**config.mk**
```make
export PLATFORM = sky130hd
export DESIGN_NAME = ckv_vtap_clean
export DESIGN_NICKNAME = d
export VERILOG_FILES = /design/src/rtl/ckv_pkg.sv /design/src/rtl/ckv_outer_plan.sv /design/src/rtl/ckv_center_plan.sv /design/src/rtl/ckv_tap_mux.sv /design/src/rtl/ckv_stage.sv /design/src/rtl/ckv_vtap_clean.sv
export SDC_FILE = /design/constraint.sdc
export NUM_CORES = 1
export LEC_CHECK = 0
export ABC_AREA = 1
export CAP_MARGIN = 30
export CORE_AREA = 2 2 102 129
export CTS_BUF_LIST = sky130_fd_sc_hd__clkbuf_8 sky130_fd_sc_hd__clkbuf_16
export CTS_CLUSTER_DIAMETER = 120
export CTS_CLUSTER_SIZE = 10
export DETAILED_ROUTE_END_ITERATION = 8
export DIE_AREA = 0 0 104 131
export PLACE_DENSITY = 0.86
export SYNTH_ARGS = -nofsm -noshare
export SYNTH_HDL_FRONTEND = slang
export SYNTH_HIERARCHICAL = 1
export SYNTH_SLANG_ARGS = --single-unit
export TNS_END_PERCENT = 10
```
**constraint.sdc**
```tcl
create_clock -name clk -period 2.5 [get_ports clk]
set_input_delay 0.5 -clock clk [delete_from_list [all_inputs] [get_ports clk]]
set_output_delay 0.5 -clock clk [all_outputs]
set_load 0.05 [all_outputs]
```
**src/rtl/ckv_pkg.sv**
```systemverilog
package ckv_pkg;

  localparam int NTAP = 3;

  // Which input tap feeds an output tap; values match tap indices.
  typedef enum logic [1:0] {
    TAP_TOP = 2'd0,
    TAP_CTR = 2'd1,
    TAP_BOT = 2'd2
  } tap_src_e;

  typedef struct packed {
    tap_src_e [NTAP-1:0] src;
    logic                is_key;
  } tap_plan_t;

  function automatic tap_plan_t plan_identity();
    tap_plan_t p;
    p.src[0] = TAP_TOP;
    p.src[1] = TAP_CTR;
    p.src[2] = TAP_BOT;
    p.is_key = 1'b0;
    return p;
  endfunction

  function automatic tap_plan_t plan_all(input tap_src_e s, input logic k);
    tap_plan_t p;
    for (int i = 0; i < NTAP; i++) p.src[i] = s;
    p.is_key = k;
    return p;
  endfunction

endpackage

```
**src/rtl/ckv_outer_plan.sv**
```systemverilog
module ckv_outer_plan
  import ckv_pkg::*;
(
  input  logic [NTAP-1:0] hit,
  output tap_plan_t       plan
);

  always_comb begin
    plan = plan_identity();
    unique case (hit)
      3'b000: plan = plan_identity();
      3'b001: plan.src[0] = TAP_CTR;               // top alone keyed
      3'b100: plan.src[2] = TAP_CTR;               // bottom alone keyed
      3'b010: plan.src[1] = TAP_TOP;               // center alone keyed
      3'b011: plan = plan_all(TAP_BOT, 1'b0);      // bottom survives
      3'b101: plan = plan_all(TAP_CTR, 1'b0);      // center survives
      3'b110: plan = plan_all(TAP_TOP, 1'b0);      // top survives
      3'b111: plan = plan_all(TAP_BOT, 1'b1);      // column is key
      default: plan = plan_identity();
    endcase
  end

endmodule

```
**src/rtl/ckv_center_plan.sv**
```systemverilog
module ckv_center_plan
  import ckv_pkg::*;
(
  input  logic [NTAP-1:0] hit,
  output tap_plan_t       plan
);

  always_comb begin
    if (hit[1]) begin
      plan = plan_all(TAP_CTR, 1'b1);
    end else begin
      plan        = plan_identity();
      plan.src[0] = hit[0] ? TAP_CTR : TAP_TOP;
      plan.src[2] = hit[2] ? TAP_CTR : TAP_BOT;
    end
  end

endmodule

```
**src/rtl/ckv_tap_mux.sv**
```systemverilog
module ckv_tap_mux
  import ckv_pkg::*;
#(
  parameter int PIX_W = 24
) (
  input  logic [NTAP-1:0][PIX_W-1:0] taps,
  input  tap_src_e [NTAP-1:0]        src,
  output logic [NTAP-1:0][PIX_W-1:0] picked
);

  for (genvar g = 0; g < NTAP; g++) begin : g_tap
    always_comb begin
      unique case (src[g])
        TAP_TOP: picked[g] = taps[0];
        TAP_CTR: picked[g] = taps[1];
        TAP_BOT: picked[g] = taps[2];
        default: picked[g] = taps[g];
      endcase
    end
  end

endmodule

```
**src/rtl/ckv_stage.sv**
```systemverilog
module ckv_stage #(
  parameter int W = 8
) (
  input  logic         clk,
  input  logic         rst,
  input  logic         in_valid,
  output logic         in_ready,
  input  logic [W-1:0] in_data,
  output logic         out_valid,
  input  logic         out_ready,
  output logic [W-1:0] out_data
);

  assign in_ready = !out_valid || out_ready;

  always_ff @(posedge clk) begin
    if (rst) begin
      out_valid <= 1'b0;
      out_data  <= '0;
    end else if (in_ready) begin
      out_valid <= in_valid;
      if (in_valid) out_data <= in_data;
    end
  end

endmodule

```
**src/rtl/ckv_vtap_clean.sv**
```systemverilog
module ckv_vtap_clean
  import ckv_pkg::*;
#(
  parameter int PIX_W   = 24,
  parameter int ALPHA_W = 8
) (
  input  logic               clk,
  input  logic               rst,
  input  logic               enable,
  input  logic               center_mode,
  input  logic               in_valid,
  output logic               in_ready,
  input  logic [NTAP-1:0]    key_hit,
  input  logic [PIX_W-1:0]   in_top,
  input  logic [PIX_W-1:0]   in_ctr,
  input  logic [PIX_W-1:0]   in_bot,
  output logic               out_valid,
  input  logic               out_ready,
  output logic [PIX_W-1:0]   out_top,
  output logic [PIX_W-1:0]   out_ctr,
  output logic [PIX_W-1:0]   out_bot,
  output logic               out_key,
  output logic [ALPHA_W-1:0] out_alpha
);

  localparam int PIXS_W = NTAP * PIX_W;
  localparam int DATA_W = ALPHA_W + 1 + PIXS_W;

  tap_plan_t outer_plan, center_plan, plan;
  logic [NTAP-1:0][PIX_W-1:0] taps, picked, held;
  logic [ALPHA_W-1:0] alpha_nxt;
  logic [DATA_W-1:0]  d_in, d_out;

  ckv_outer_plan  u_outer  (.hit(key_hit), .plan(outer_plan));
  ckv_center_plan u_center (.hit(key_hit), .plan(center_plan));

  always_comb begin
    if (!enable)         plan = plan_identity();
    else if (center_mode) plan = center_plan;
    else                 plan = outer_plan;
  end

  assign taps = {in_bot, in_ctr, in_top};

  ckv_tap_mux #(.PIX_W(PIX_W)) u_mux (
    .taps  (taps),
    .src   (plan.src),
    .picked(picked)
  );

  assign alpha_nxt = plan.is_key ? '0 : '1;
  assign d_in      = {alpha_nxt, plan.is_key, picked};

  ckv_stage #(.W(DATA_W)) u_stage (
    .clk      (clk),
    .rst      (rst),
    .in_valid (in_valid),
    .in_ready (in_ready),
    .in_data  (d_in),
    .out_valid(out_valid),
    .out_ready(out_ready),
    .out_data (d_out)
  );

  assign held      = d_out[PIXS_W-1:0];
  assign out_key   = d_out[PIXS_W];
  assign out_alpha = d_out[DATA_W-1 -: ALPHA_W];
  assign out_top   = held[0];
  assign out_ctr   = held[1];
  assign out_bot   = held[2];

endmodule

```
## After elaboration in Yosys (flattened, before gate mapping)

Cells that the tools add are included.

| operators by class | value |
|---|---|
| reductions and logical operators | 9 |
| eq/ne operators | 11 |
| muxes and demuxes | 13 |

Operator list:

| operator | number |
|---|---|
| $pmux W24 S2 | 3 |
| $mux W7 | 3 |
| $eq A3 B3 Y1 const B | 4 |
| $pmux W2 S2 | 3 |
| $mux W8 | 1 |
| $reduce_or A2 Y1 | 4 |
| $eq A3 B2 Y1 const B | 2 |
| $eq A2 B1 Y1 const B | 2 |
| $eq A2 B2 Y1 const B | 2 |
| $logic_not A2 Y1 | 2 |
| $eq A3 B1 Y1 const B | 1 |
| $mux W1 | 2 |
| $mux W2 | 1 |
| $reduce_and A2 Y1 | 1 |
| $logic_not A1 Y1 | 1 |
| $logic_or A1 B1 Y1 | 1 |

| word-level totals | value |
|---|---|
| bits in registers | 82 |
| output and inout bits | 83 |
| word-level logic and storage cells | 35 |

## Logic depth before layout (Yosys ltp)

Gate-level depths: netlist of the first run.

| depth | value |
|---|---|
| word-level depth | 7 |
| depth in mapped cells | 17 |
| depth with buffers taken out | 16 |

## Modules after synthesis

The synthesis of the first run kept the hierarchy.

Modules (own cells, without submodules):

| module | times used | area each (µm²) | cells an instance |
|---|---|---|---|
| ckv_stage | 1 | 4095.2 | 536 |
| ckv_tap_mux | 1 | 1701.6 | 374 |
| ckv_vtap_clean | 1 | 150.1 | 37 |
| ckv_center_plan | 1 | 60.1 | 12 |
| ckv_outer_plan | 1 | 46.3 | 10 |

## Worst setup path after synthesis of the first run

No wires, ideal clock.

| timing | value |
|---|---|
| path type | input to register |
| start point | input port enable |
| end point | register u_stage.out_data[0] |
| arrival | 1.876 ns |
| setup time | 0.064 ns |
| stages on the path | 14 |
| path slack | 0.560 ns |
| path through | buf_2 > nand2_1 > nor2_1 > inv_1 > ha_1 > buf_2 > inv_2 > buf_2 > nand2_1 > nand2_1 > clkinv_1 > nand3_1 > nand2_1 > nor2_1 |

RTL lines:

| item | line | RTL |
|---|---|---|
| start, declared | ckv_vtap_clean.sv:9 | `input logic enable,` |
| end signal, assigned | ckv_stage.sv:22 | `if (in_valid) out_data <= in_data;` |
| end, declared | ckv_stage.sv:11 | `output logic [W-1:0] out_data` |

==> summary.txt, run 1 <==
Min path
  – Class of the worst hold path: register to register
  – Min-delay src: u_stage/out_data[57]
  – Hold Path Cell Cnt: 2
  – Worst hold path endpoint: u_stage/out_data[57]

Finish
  – Fillers: 1113
  – Post-layout net count: 1187
  – Final instance area: 7960 um2
  – Reg area: 1640 um2
  – Area of the multi-input gates: 3310 um2
  – Post-layout util: 0.640
  – P&R area growth vs syn: 31.5%
  – Number of antenna diodes: 0
  – Layout cell share with drive strength beyond 1: 0.180

Yosys
  – Syn_area_per_cell: 6.25 um2
  – Seq cells post-synth: 82
  – Synth cell count leaders: 339 x nand2_1, 179 x nand3_1, 95 x nor2_1
  – Async set-or-reset flop fraction in the synthesized netlist: 0
  – Synth area leader: dfxtp_1
  – Synth top area cells: dfxtp_1 27%, nand2_1 21%, nand3_1 15%, a21oi_2 10%, nor2_1 5.9%
  – Most frequent cell after synthesis: nand2_1
  – Ys Warns: 6
  – Synth cell types: 21
  – Most used DFF post-synth: dfxtp_1
  – Register area share after synthesis: 0.271
  – Post-synth EDFFs: 0
  – Mapped cell area: 6050 um2
  – Top cell type's share of synthesized area: 0.271
  – Post-Synthesis Cells: 969

Detailed routing
  – WL final: 19.1 mm
  – Drt drc: 0
  – Drt pass-1 iters: 6
  – Drt wl/cell: 14.9 um
  – Number of DRC markers in iteration 0: 586
  – Via density: 5.26
  – Final ANT Viol Nets: 0
  – Via count: 6717

Floorplanning
  – Die Ht: 131 um
  – DIE WIDTH: 104 um
  – Rows: 46
  – CORE AREA: 12400 um2
  – I/O pins: 164
  – Die area: 13600 um2
  – Starting Density: 0.487

Setup path
  – FF-to-FF Start: u_stage/out_valid
  – Reg2reg end: u_stage/out_data[28]
  – CP top delay family: buffers and inverters
  – CP max-delay cell: clkdlybuf4s50_1
  – Worst path max stage delay: 0.46 ns
  – Crit-path max FO: 24
  – R2r worst-path depth: 5
  – WP buf/inv: 6
  – Crit path capture type: register
  – Worst EP required: 2.78 ns
  – R2r setup slk: 1.11 ns
  – Most common cell on crit path: nor2_1
  – Setup crit start kind: input pin
  – Crit Path Class: input pin to register
  – Critical-path cell list: clkdlybuf4s50_1 -> buf_4 -> nor2_1 -> nor2_1 -> nor2_1 -> inv_1 -> ha_1 -> inv_2 -> buf_12 -> nand2_1 -> nand2_1 -> clkinv_1 -> nand3_1 -> nand2_1 -> nor2_1
  – Crit path DAT: 2.57 ns

Global route
  – GRT Total Usage: 0.279
  – First-pass GRT wire length: 30.2 mm
  – Initial antenna violation count: 0
  – Vias in the first global route: 6219
  – Gr ovfl total: 0
  – Largest net degree at the start of global routing: 72

Clocking
  – Clock buffer depth: 2
  – Root Buffer: clkbuf_16
  – H-tree levels: 3
  – CTS Buf Count: 9
  – # clock sinks: 82
  – CTS Hold Bufs: 0
  – Clk_lat worst skew: 0.35 ns
  – CTS tree: yes
  – Clock Pin Slew Worst Setup and Hold Paths: 0.06 ns

Power and ir drop
  – Cell Pwr Density: 568 nW/um2
  – P_leak: 3.75 nW
  – Peak supply drop: 316 uV

STA
  – Final setup TNS: 0 ns
  – Final Max Slew Viols: 0
  – Max Clk Rate: 0.437 GHz
  – Slew HR: 0.518
  – Worst-Margin Slew: 0.722 ns
  – Final worst setup slack: 0.209 ns
  – Final hold vios: 0
  – Final setup violation count: 0
  – Period minus WS final: 2.29 ns
  – Fin crit share: 0.916
  – Hold WS: 0.482 ns
  – Clock skew: 0.00876 ns
  – RSZ-0062 raised after global routing: false

Place
  – DP Wirelength: 13.8 mm
  – Dpl cell area: 7670 um2
  – Dpl ws: -0.116 ns
  – IO buf count: 163
  – GP Congestion: 0.907

Job
  – Max-Cap Viols: 0

Status
  – Outcome: finished clean
[layout make-up]
type,count,share of cell area
inverter,103,0.0489
timing repair buffer,203,0.267
sequential,82,0.206
tap,168,0.0264
clock inverter,7,0.00739
multi-input combinational,705,0.416
clock buffer,9,0.0283
[stage by stage]
stage	power, mW	instances
floorplan	2.68	970
global placement	3.21	1261
detailed placement	3.24	1261
CTS	4.53	1277
global route	4.74	1277
finish	4.52	1277
[power breakdown]
part	leakage [nW]	internal [mW]	total (mW)	switching, mW
Clock	0.139	0.691	1.29	0.596
Sequential	0.681	1.42	1.50	0.0815
Combinational	2.93	0.647	1.73	1.08
[registers in the layout (all words and copies together) (netlist names)]
register and flops:
u_stage/out_data 81, u_stage/out_valid 1
[worst min-delay path, cell delays in order (launching register included)]
cell,delay [ns]
dfxtp_1,0.34
a21oi_2,0.03
nor2_1,0.08
[placed cells by master (no fill, tap or decap), types with 2 or more instances in the layout]
master and count:
ha_1 2, inv_1 19, nand3_1 179, nor2_2 3
inv_6 3, clkinv_1 19, conb_1 3, nor2_1 93
a21oi_1 12, dfxtp_1 82, clkdlybuf4s50_1 161, nor2_8 2
a21oi_2 70, inv_2 64, nand2_1 339, buf_6 2
clkbuf_16 9, buf_4 25, buf_12 15
[how the worst max path moves through the flow]
stage | from | to | slack, ns | cells after the start
2_1_floorplan | enable | u_stage/out_data[0] | 0.56 | 14
3_3_place_gp | key_hit[1] | u_stage/out_data[4] | -0.08 | 14
3_5_place_dp | key_hit[1] | u_stage/out_data[4] | -0.12 | 14
4_1_cts | key_hit[1] | u_stage/out_data[4] | 0.25 | 14
5_1_grt | key_hit[1] | u_stage/out_data[15] | 0.01 | 15
6_report | key_hit[1] | u_stage/out_data[4] | 0.21 | 15
[metal layers]
metal | share of wire | GRT usage
met1 | 0.38 | 0.322
met2 | 0.49 | 0.488
met3 | 0.079 | 0.0496
met4 | 0.047 | 0.166
met5 | 0 | 0
[repair_timing]
action,in CTS,in global routing
resized for setup,0,1
setup buffers,0,0
setup endpoints to repair,0,2
[cells by family (layout without fill, tap and decap cells)]
logic type      Yosys count  count (layout)  synth area share
fa+ha+maj                 2               2           0.00413
buf+inv                 183             322             0.185
other cells               2               3           0.00124
flops                    82              82             0.271
compound gates           82              82             0.111
simple gates            618             618             0.427
(Power assumes the default switching activity.)
==> run 2, diff against run 1 <==
--- a/config.mk
+++ b/config.mk
@@ -13,6 +13,7 @@
 export CTS_CLUSTER_SIZE = 10
 export DETAILED_ROUTE_END_ITERATION = 8
 export DIE_AREA = 0 0 104 131
+export GPL_ROUTABILITY_DRIVEN = 0
 export PLACE_DENSITY = 0.86
 export SYNTH_ARGS = -nofsm -noshare
 export SYNTH_HDL_FRONTEND = slang
==> summary.txt, run 2 (synthesized netlist as in run 1, its figures left out) <==
Finish
  – Layout cell share with drive strength beyond 1: 0.182 (+0.00148)
  – Post-layout util: 0.643 (+0.00242)
  – Biggest regs: u_stage/out_data x81, u_stage/out_valid x1
  – Number of flip-flops in the largest register: 81 (unchanged)
  – Commonest cells after routing, fill and taps aside: 339 x nand2_1, 179 x nand3_1, 161 x clkdlybuf4s50_1, 93 x nor2_1, 82 x dfxtp_1
  – Largest register by flop count: u_stage/out_data
  – Commonest non-fill, non-tap cell in the layout: nand2_1
  – Post-layout net count: 1189 (+0.17%)
  – Number of antenna diodes: 0 (unchanged)
  – Fillers: 1113 (unchanged)
  – P&R area growth vs syn: 32.0%

Global route
  – First-pass GRT wire length: 29.9 mm (-1.1%)
  – GRT Total Usage: 0.275 (-0.00433)
  – Largest net degree at the start of global routing: 57 (-21%)
  – Vias in the first global route: 6142 (-1.2%)
  – Initial antenna violation count: 0 (unchanged)
  – Gr ovfl total: 0 (unchanged)

STA
  – Clock skew: 0.00868 ns (-0.0000828 ns)
  – Final Max Slew Viols: 0 (unchanged)
  – Period minus WS final: 2.29 ns (-0.000236 ns)
  – Max Clk Rate: 0.437 GHz (about the same)
  – Final hold vios: 0 (unchanged)
  – Fin crit share: 0.916 (about the same)
  – Final setup violation count: 0 (unchanged)
  – Final worst setup slack: 0.210 ns (+0.000236 ns)
  – Worst-Margin Slew: 0.616 ns (-0.106 ns)
  – Slew HR: 0.588 (+0.0698)
  – RSZ-0062 raised after global routing: false

Clocking
  – H-tree levels: 3 (unchanged)
  – Clock Pin Slew Worst Setup and Hold Paths: 0.07 ns (about the same)
  – # clock sinks: 82 (unchanged)
  – Post-cts sizing count: 0 (unchanged)
  – Root Buffer: clkbuf_16
  – Setup bufs post-CTS: 0 (unchanged)
  – Clk_lat worst skew: 0.35 ns (about the same)
  – CTS Hold Bufs: 0 (unchanged)
  – CTS tree: yes
  – CTS Buf Count: 9 (unchanged)
  – Clock buffer depth: 2 (unchanged)

Setup path
  – Crit path DAT: 2.55 ns (-0.02 ns)
  – CP startpoint: center_mode
  – Crit-path max FO: 10 (-58%)
  – FF-to-FF Start: u_stage/out_valid
  – Setup crit start kind: input pin
  – Worst EP required: 2.76 ns (-0.02 ns)
  – Crit path capture type: register
  – Crit Path Class: input pin to register

Place
  – IO buf count: 163 (unchanged)
  – Dpl ws: -0.0632 ns (+0.0528 ns)
  – DP Wirelength: 13.8 mm (+0.18%)

Floorplanning
  – CORE AREA: 12400 um2 (unchanged)
  – Die area: 13600 um2 (unchanged)
  – Die Ht: 131 um (unchanged)
  – Rows: 46 (unchanged)
  – I/O pins: 164 (unchanged)
  – Starting Density: 0.487 (unchanged)
  – DIE WIDTH: 104 um (unchanged)

Detailed routing
  – Final ANT Viol Nets: 0 (unchanged)
  – Via count: 6719 (+0.030%)
  – Drt drc: 0 (unchanged)
  – Drt wl/cell: 14.7 um (-1.6%)
  – Number of DRC markers in iteration 0: 519 (-11%)
  – Drt pass-1 iters: 6 (unchanged)
  – WL final: 18.8 mm (-1.5%)
  – Via density: 5.25 (-0.13%)

Min path
  – Class of the worst hold path: register to register
  – Min-delay src: u_stage/out_data[57]

Power and ir drop
  – P_leak: 3.75 nW (+0.11%)
  – Peak supply drop: 361 uV (+14%)
  – Tot Pwr: 4.51 mW (-0.11%)
  – Cell Pwr Density: 565 nW/um2 (-0.49%)

Status
  – Outcome: finished clean

Job
  – Max-Cap Viols: 0 (unchanged)
## run 2: cell count changes in the layout (fill, tap and decap cells not counted), sizes merged
cell      before  now
clkinv        21   22
buf           42   44
clkinvlp       1    3
inv           88   85
## run 2: report_power, final
group | switching (mW) | leakage [nW] | internal (mW)
registers | 0.0824 | 0.681 | 1.42
logic | 1.08 | 2.94 | 0.650
clock network | 0.596 | 0.131 | 0.688
## run 2: per-stage QoR
stage               instance area, um2  TNS [ns]  instances  hold WS, ns
floorplan                         6060         0        970        0.562
global placement                  7700   -0.0426       1263        0.466
detailed placement                7700    -0.937       1263        0.475
CTS                               7990         0       1279        0.492
global route                      7990         0       1279        0.506
finish                            7990         0       1279        0.485
## run 2: area by class of cell
type,count,area (um2),share of cell area
clock buffer,9,225,0.0282
clock inverter,7,65.1,0.00814
inverter,103,389,0.0487
multi-input combinational,705,3310,0.415
sequential,82,1640,0.205
tap,168,210,0.0263
timing repair buffer,205,2150,0.269
## run 2: worst paths after layout
path	endpoint	slack (ns)	cells past startpoint
worst max-delay path	u_stage/out_data[67]	0.21	10
worst min-delay path	u_stage/out_data[57]	0.48	2
worst max register to register	u_stage/out_data[46]	1.03	5
worst min register to register	u_stage/out_data[57]	0.48	2
## run 2: routing by layer
layer	global-route usage	vias to the layer above	wire (um)	share of wire
li1	-	3273	-	-
met1	0.314	3050	7090	0.38
met2	0.498	327	9450	0.50
met3	0.0441	69	1470	0.078
met4	0.143	0	789	0.042
met5	0	-	0	0
## run 2: critical path: stages
cell,delay (ns)
clkdlybuf4s50_1,0.68
nor2_1,0.11
nor2_2,0.46
buf_4,0.26
nand3_1,0.09
nand3_1,0.12
inv_2,0.03
nand3_1,0.08
nand2_1,0.07
nor2_1,0.14
